`config.mk`:
```
export PLATFORM = sky130hd
export DESIGN_NAME = barrel_shift_log
export DESIGN_NICKNAME = d
export VERILOG_FILES = /design/src/rtl/barrel_shift_pkg.sv /design/src/rtl/bit_mirror.sv /design/src/rtl/shr_stage.sv /design/src/rtl/barrel_shift_log.sv
export SDC_FILE = /design/constraint.sdc
export NUM_CORES = 1
export LEC_CHECK = 0
export ABC_AREA = 1
export BUFFER_PORTS_ARGS = -buffer_cell sky130_fd_sc_hd__buf_2
export CORE_UTILIZATION = 52
export DETAILED_ROUTE_END_ITERATION = 16
export PLACE_DENSITY = 0.75
export SYNTH_ARGS = -nofsm -noshare
export SYNTH_HDL_FRONTEND = slang
export SYNTH_SLANG_ARGS = --single-unit
```
`constraint.sdc`:
```
create_clock -name vclk -period 1.7
set_input_delay 0.17 -clock vclk [all_inputs]
set_output_delay 0.17 -clock vclk [all_outputs]
set_load 0.05 [all_outputs]
```
`src/rtl/barrel_shift_pkg.sv`:
```
// Package barrel_shift_pkg
// Holds the types shared by the shifter and its stages: the external
// operation code and the internal per-stage fill selection.
// Assumes nothing about the width; widths are parameters of the modules.
package barrel_shift_pkg;

    // External operation code; the values are part of the port contract.
    typedef enum logic [1:0] {
        OP_SHL_LOGIC = 2'b00,
        OP_SHR_LOGIC = 2'b01,
        OP_SHR_ARITH = 2'b10,
        OP_ROT_RIGHT = 2'b11
    } shift_op_e;

    // What a right-going stage places into the positions it vacates.
    typedef enum logic [1:0] {
        FILL_ZERO = 2'b00,
        FILL_SIGN = 2'b01,
        FILL_WRAP = 2'b10
    } fill_mode_e;

endpackage

```
`src/rtl/bit_mirror.sv`:
```
// Module bit_mirror
// Reverses the bit order of a word: output bit i takes input bit WIDTH-1-i.
// Used twice around the right-shift ladder to turn it into a left shifter.
// Assumes WIDTH >= 1. Pure wiring, no logic.
module bit_mirror #(
    parameter int WIDTH = 32
) (
    input  logic [WIDTH-1:0] din,
    output logic [WIDTH-1:0] dout
);

    // One wire per bit, crossing the word end to end.
    for (genvar i = 0; i < WIDTH; i++) begin : g_bit
        assign dout[i] = din[WIDTH-1-i];
    end

endmodule

```
`src/rtl/shr_stage.sv`:
```
// Module shr_stage
// One fixed-distance level of the logarithmic ladder. When en_i is set, the
// word moves DIST places toward bit 0. The top DIST positions are then filled
// according to mode_i: zeros, the sign bit, or the bits that left the bottom.
// When en_i is clear, the word passes through unchanged.
// Assumes 0 < DIST < WIDTH.
module shr_stage
    import barrel_shift_pkg::*;
#(
    parameter int WIDTH = 32,
    parameter int DIST  = 1
) (
    input  logic [WIDTH-1:0] din,
    input  logic             en_i,
    input  fill_mode_e       mode_i,
    input  logic             sign_i,
    output logic [WIDTH-1:0] dout
);

    logic [WIDTH-1:0] moved;

    // Build the moved word. The lower positions take their neighbour DIST
    // places up; the vacated upper positions take the fill selected by mode_i.
    for (genvar i = 0; i < WIDTH; i++) begin : g_pos
        if (i + DIST < WIDTH) begin : g_body
            assign moved[i] = din[i+DIST];
        end else begin : g_fill
            assign moved[i] = (mode_i == FILL_WRAP) ? din[i+DIST-WIDTH] :
                              (mode_i == FILL_SIGN) ? sign_i : 1'b0;
        end
    end

    // 2-to-1 choice between the moved word and the untouched word.
    assign dout = en_i ? moved : din;

endmodule

```
`src/rtl/barrel_shift_log.sv`:
```
// Module barrel_shift_log
// Combinational shifter and rotator. A ladder of $clog2(WIDTH) fixed-distance
// stages is controlled bit-for-bit by the amount. A left shift mirrors the word
// before and after the ladder. Assumes WIDTH is a power of two, at least 2.
// No clock and no reset: there is no state to initialise.
module barrel_shift_log
    import barrel_shift_pkg::*;
#(
    parameter int WIDTH = 32
) (
    input  logic [WIDTH-1:0]         data_i,
    input  logic [$clog2(WIDTH)-1:0] amt_i,
    input  logic [1:0]               op_i,
    output logic [WIDTH-1:0]         result_o
);

    localparam int LEVELS = $clog2(WIDTH);

    shift_op_e        op;
    fill_mode_e       fill;
    logic             go_left;
    logic             sign_bit;
    logic [WIDTH-1:0] mirrored_in;
    logic [WIDTH-1:0] mirrored_out;
    logic [WIDTH-1:0] level [0:LEVELS];

    assign op       = shift_op_e'(op_i);
    assign go_left  = (op == OP_SHL_LOGIC);
    assign sign_bit = data_i[WIDTH-1];

    // Pick the vacated-position fill from the operation code.
    always_comb begin
        case (op)
            OP_SHR_ARITH: fill = FILL_SIGN;
            OP_ROT_RIGHT: fill = FILL_WRAP;
            default:      fill = FILL_ZERO;
        endcase
    end

    bit_mirror #(.WIDTH(WIDTH)) u_mirror_in (
        .din  (data_i),
        .dout (mirrored_in)
    );

    // Feed the ladder: the mirrored word for a left shift, the word itself otherwise.
    assign level[0] = go_left ? mirrored_in : data_i;

    // One stage per amount bit; stage k moves the word by 2^k places.
    for (genvar k = 0; k < LEVELS; k++) begin : g_level
        shr_stage #(
            .WIDTH (WIDTH),
            .DIST  (1 << k)
        ) u_stage (
            .din    (level[k]),
            .en_i   (amt_i[k]),
            .mode_i (fill),
            .sign_i (sign_bit),
            .dout   (level[k+1])
        );
    end

    bit_mirror #(.WIDTH(WIDTH)) u_mirror_out (
        .din  (level[LEVELS]),
        .dout (mirrored_out)
    );

    // Undo the mirror for a left shift.
    assign result_o = go_left ? mirrored_out : level[LEVELS];

endmodule

```
==> results of run 1 <==
what timing repair did:
action,in CTS
gates cloned,1
gates resized for setup,77
buffers inserted,0
pin swaps,1
endpoints found under the hold margin,0
setup endpoints to repair,32
per-stage QoR:
| step | cells | hold WS (ns) |
|---|---|---|
| 2_1_floorplan | 700 | 0.780 |
| 3_3_place_gp | 819 | 1.04 |
| 3_5_place_dp | 819 | 1.04 |
| 4_1_cts | 820 | 1.00 |
routing by layer:
metal  GRT overflow  global-route usage, %
met1              2                   88.8
met2            359                    129
met3              3                   72.8
met4            190                    130
met5              0                   44.5
cells by family after synthesis:
logic type             synth area share, %
and+or+nand+nor                       86.7
buffers and inverters                 13.3
==> impl_metrics.prom, run 1 <==
# TYPE chip_impl_metric gauge
chip_impl_metric{name="pre_cts_ws",unit="ns"} -0.446
chip_impl_metric{name="placedInstanceArea",unit="mm²"} 0.00366
chip_impl_metric{name="placement.io_buffers",unit=""} 71
chip_impl_info{name="firstError",value="[ERROR GRT-0232] Routing congestion too high. Check the congestion heatmap in the GUI."} 1
chip_impl_metric{name="ys_warn_count",unit=""} 0
chip_impl_metric{name="y_dimension_of_the_die",unit="µm"} 79.5
chip_impl_metric{name="i_o_pin_total",unit=""} 71
chip_impl_info{name="grt-worst-endpoint",value="result_o[14]"} 1
chip_impl_info{name="synth_top_cells_by_area",value="sky130_fd_sc_hd__nand3_1, sky130_fd_sc_hd__nand2_1, sky130_fd_sc_hd__inv_1, sky130_fd_sc_hd__buf_2, sky130_fd_sc_hd__buf_6"} 1
chip_impl_metric{name="holdBufCountCts",unit=""} 0
chip_impl_metric{name="synthDistinctLibCells",unit=""} 13
chip_impl_info{name="synth_top_cells_by_count",value="sky130_fd_sc_hd__nand3_1, sky130_fd_sc_hd__nand2_1, sky130_fd_sc_hd__inv_1, sky130_fd_sc_hd__buf_2"} 1
chip_impl_info{name="stop_stage",value="global routing"} 1
chip_impl_metric{name="synth_cells",unit=""} 700
chip_impl_metric{name="global_route.overflow_total",unit=""} 554
chip_impl_metric{name="post_synthesis_sequential_area_ratio",unit="%"} 0
chip_impl_metric{name="syn_avg_cell_area",unit="µm²"} 4.46
chip_impl_metric{name="start_util",unit="%"} 55.4
chip_impl_metric{name="hpwl",unit="µm"} 9710
chip_impl_metric{name="grtUsageTotal",unit="%"} 101
chip_impl_info{name="post-synth-top-count-cell",value="sky130_fd_sc_hd__nand3_1"} 1
chip_impl_metric{name="fp-row-count",unit=""} 27
chip_impl_info{name="worstEndpointType",value="output port"} 1
chip_impl_metric{name="yosys.area.top_type_share",unit="%"} 50.9
chip_impl_info{name="status",value="aborted with a tool error"} 1
chip_impl_metric{name="globalplace.congestion",unit=""} 1.04
chip_impl_metric{name="synth.net_count",unit=""} 739
chip_impl_info{name="yosysTopAreaCell",value="sky130_fd_sc_hd__nand3_1"} 1
chip_impl_metric{name="mappedNetlistArea",unit="mm²"} 0.00313
chip_impl_metric{name="pin_count_of_the_biggest_net_entering_global_routing",unit=""} 39
chip_impl_metric{name="die-width",unit="µm"} 79.5
==> inputs of run 2 (changes only) <==
Settings changed: CORE_UTILIZATION 52 to 37, PLACE_DENSITY 0.75 to not set, PLACE_DENSITY_LB_ADDON set to 0.15.
==> run 2 against run 1 <==
The flow now finishes, with violations (setup timing). Synthesized cell count is the same. Area after synthesis unchanged.
==> impl_metrics.prom, run 2 <==
# TYPE chip_impl_metric gauge
chip_impl_info{name="status",value="finished with violations"} 1
chip_impl_info{name="failed_checks",value="setup timing"} 1
chip_impl_info{name="most-common-layout-cells",value="sky130_fd_sc_hd__nand2_1, sky130_fd_sc_hd__nand3_1, sky130_fd_sc_hd__nand3_2, sky130_fd_sc_hd__nand2_2, sky130_fd_sc_hd__buf_2"} 1
chip_impl_metric{name="start_util",unit="%"} 38.2
chip_impl_metric{name="vias_in_the_first_global_route",unit=""} 4589
chip_impl_metric{name="drc",unit=""} 0
chip_impl_metric{name="placement.io_buffers",unit=""} 71
chip_impl_metric{name="post_route_cells_drive_above_1_share",unit="%"} 49.4
chip_impl_metric{name="n_clock_buffer",unit=""} 0
chip_impl_metric{name="grt_pass1_wl",unit="µm"} 21200
chip_impl_metric{name="globalplace.congestion",unit=""} 1.01
chip_impl_metric{name="initial_antenna_violation_count",unit=""} 0
chip_impl_metric{name="crit_arrival",unit="ns"} 1.85
chip_impl_info{name="synth_top_cells_by_area",value="sky130_fd_sc_hd__nand3_1, sky130_fd_sc_hd__nand2_1, sky130_fd_sc_hd__inv_1, sky130_fd_sc_hd__buf_2, sky130_fd_sc_hd__buf_6"} 1
chip_impl_metric{name="fin_util",unit="%"} 66.3
chip_impl_metric{name="synth_cells",unit=""} 700
chip_impl_metric{name="drt-initial-drc-count",unit=""} 375
chip_impl_metric{name="post-route-worst-setup-slack",unit="ns"} -0.321
chip_impl_metric{name="crit_path_max_fanout",unit=""} 7
chip_impl_info{name="setup.worst_path.start_class",value="input port"} 1
chip_impl_metric{name="routed_wl",unit="µm"} 14400
chip_impl_metric{name="slew_violations",unit=""} 0
chip_impl_metric{name="hpwl",unit="µm"} 10300
chip_impl_metric{name="top_achievable_clock_speed",unit="GHz"} 0.495
chip_impl_metric{name="fillers",unit=""} 768
chip_impl_info{name="cp-end-kind",value="primary output"} 1
chip_impl_metric{name="hold_violations",unit=""} 0
chip_impl_metric{name="routedWlPerCell",unit="µm"} 16.7
chip_impl_metric{name="synth.net_count",unit=""} 739
chip_impl_metric{name="layout.area.seq",unit="µm²"} 0
chip_impl_metric{name="timing.max_slew.rel_slack",unit="%"} 66.5
chip_impl_metric{name="placedInstanceArea",unit="mm²"} 0.00379
chip_impl_metric{name="ys_warn_count",unit=""} 0
chip_impl_metric{name="pre_cts_ws",unit="ns"} -0.353
chip_impl_metric{name="post_synthesis_sequential_area_ratio",unit="%"} 0
chip_impl_metric{name="share_of_the_synthesized_area_in_compound_gates_ao_oa_aoi_oai",unit="%"} 0
chip_impl_metric{name="setup_tns",unit="ns"} -9.40
chip_impl_metric{name="pin_count_of_the_biggest_net_entering_global_routing",unit=""} 39
chip_impl_metric{name="grtUsageTotal",unit="%"} 30.0
chip_impl_metric{name="worstMarginPinSlew",unit="ns"} 0.502
chip_impl_info{name="worstSetupPathType",value="input port to primary output"} 1
chip_impl_metric{name="placed_cells",unit=""} 857
chip_impl_metric{name="design.seq.count",unit=""} 0
chip_impl_metric{name="final-instance-count-excl-fill",unit=""} 864
chip_impl_metric{name="synthAdderAreaFrac",unit="%"} 0
chip_impl_metric{name="vias_per_cell",unit=""} 5.91
chip_impl_metric{name="leakage",unit="nW"} 2.73
chip_impl_metric{name="synthXorXnorAreaFrac",unit="%"} 0
chip_impl_metric{name="fp.coreArea",unit="mm²"} 0.00818
chip_impl_metric{name="n_antenna_cell",unit=""} 0
chip_impl_metric{name="final_design_area_no_fill",unit="mm²"} 0.00542
chip_impl_info{name="crit_path_start",value="op_i[0]"} 1
chip_impl_metric{name="synthDistinctLibCells",unit=""} 13
chip_impl_info{name="largest_family_of_logic_cells_by_synthesized_area",value="simple AND/OR/NAND/NOR gates"} 1
chip_impl_info{name="layout_commonest_cell",value="sky130_fd_sc_hd__nand2_1"} 1
chip_impl_metric{name="max_cap_violations",unit=""} 0
chip_impl_metric{name="nets",unit=""} 800
chip_impl_metric{name="i_o_pin_total",unit=""} 71
chip_impl_info{name="yosysTopAreaCell",value="sky130_fd_sc_hd__nand3_1"} 1
chip_impl_metric{name="cp_data_required_time",unit="ns"} 1.53
chip_impl_info{name="post-synth-top-count-cell",value="sky130_fd_sc_hd__nand3_1"} 1
chip_impl_metric{name="y_dimension_of_the_die",unit="µm"} 93.9
chip_impl_metric{name="yosys.area.top_type_share",unit="%"} 50.9
chip_impl_metric{name="final_setup_violating_endpoints",unit=""} 32
chip_impl_metric{name="worst_ir_drop_vdd",unit="V"} 0.000225
chip_impl_info{name="rsz0062_at_grt",value="true"} 1
chip_impl_metric{name="die-width",unit="µm"} 93.9
chip_impl_info{name="hold_path.startpoint",value="amt_i[4]"} 1
chip_impl_metric{name="vias",unit=""} 5102
chip_impl_metric{name="synth_mux_area_share",unit="%"} 0
chip_impl_metric{name="period_share",unit="%"} 119
chip_impl_metric{name="post_synth_and_or_nand_nor_area_fraction",unit="%"} 86.7
chip_impl_metric{name="detail-route-antenna-nets",unit=""} 0
chip_impl_metric{name="fp-row-count",unit=""} 33
chip_impl_metric{name="syn_avg_cell_area",unit="µm²"} 4.46
chip_impl_metric{name="mappedNetlistArea",unit="mm²"} 0.00313
chip_impl_info{name="synth_top_cells_by_count",value="sky130_fd_sc_hd__nand3_1, sky130_fd_sc_hd__nand2_1, sky130_fd_sc_hd__inv_1, sky130_fd_sc_hd__buf_2"} 1
chip_impl_info{name="holdCritPathClass",value="input port to primary output"} 1
chip_impl_metric{name="drt_first_pass_iters",unit=""} 6
chip_impl_metric{name="global_route.overflow_total",unit=""} 0
chip_impl_metric{name="power_density",unit="mW/mm²"} 442
chip_impl_metric{name="die_area",unit="mm²"} 0.00882
chip_impl_metric{name="timing.final.crit_period",unit="ns"} 2.02
chip_impl_metric{name="synthToLayoutAreaGrowth",unit="%"} 73.3
==> run 2: cell counts after synthesis <==
Identical to the previous run, type by type.
==> run 2: cell type report <==
type	count	area, µm²	area share, %
Tap cell	105	131	2.42
Multi-Input combinational cell	611	3980	73.5
Inverter	39	146	2.70
Timing Repair Buffer	109	1160	21.3
==> run 2: worst paths after layout <==
check / to / slack (ns) / cells after the start
worst min-delay path: result_o[19] / 1.05 / 6
worst max-delay path: result_o[30] / -0.32 / 15
==> run 2: kinds of logic after synthesis <==
group	Yosys count
simple gates	611
buf+inv	89
==> run 2: power breakdown <==
| part | total, mW | switching [mW] | internal (mW) | leakage [nW] |
|---|---|---|---|---|
| Combinational | 2.39 | 1.53 | 0.861 | 2.73 |
| Sequential | 0 | 0 | 0 | 0 |
| Clock | 0 | 0 | 0 | 0 |
| Total | 2.39 | 1.53 | 0.861 | 2.73 |
==> run 2: worst max-delay path: stages <==
cell	delay [ns]
sky130_fd_sc_hd__buf_8	0.10
sky130_fd_sc_hd__nor2_4	0.11
sky130_fd_sc_hd__buf_12	0.14
sky130_fd_sc_hd__buf_12	0.11
sky130_fd_sc_hd__clkbuf_16	0.17
sky130_fd_sc_hd__nand2_4	0.06
sky130_fd_sc_hd__nand3_2	0.10
sky130_fd_sc_hd__nand3_2	0.13
sky130_fd_sc_hd__nand3_2	0.12
sky130_fd_sc_hd__nand3_1	0.12
sky130_fd_sc_hd__nand3_1	0.11
sky130_fd_sc_hd__nand2_1	0.07
sky130_fd_sc_hd__nand3_1	0.11
sky130_fd_sc_hd__nand2_2	0.07
sky130_fd_sc_hd__buf_8	0.15
==> run 2: through the flow <==
step	total power [mW]	hold slack (ns)
after floorplan	1.29	0.780
after global placement	1.72	1.06
after detailed placement	1.73	1.07
after CTS	1.90	1.02
after global routing	2.55	1.09
final	2.39	1.05
==> run 2: metal layers <==
metal | vias up | track usage [%] | share of wire [%]
li1 | 2462 | - | -
met4 | 0 | 9.87 | 2.8
met3 | 41 | 3.32 | 5.8
met5 | - | 0 | 0
met1 | 2402 | 35.9 | 40
met2 | 197 | 54.9 | 51
==> run 2: repair_timing <==
action	in CTS	in global routing
setup buffers	0	3
resized for setup	76	278
hold buffers	0	0
pin swaps	0	51
setup endpoints to repair	32	32
cloned	0	4
Power figures use the tool's default switching activity.
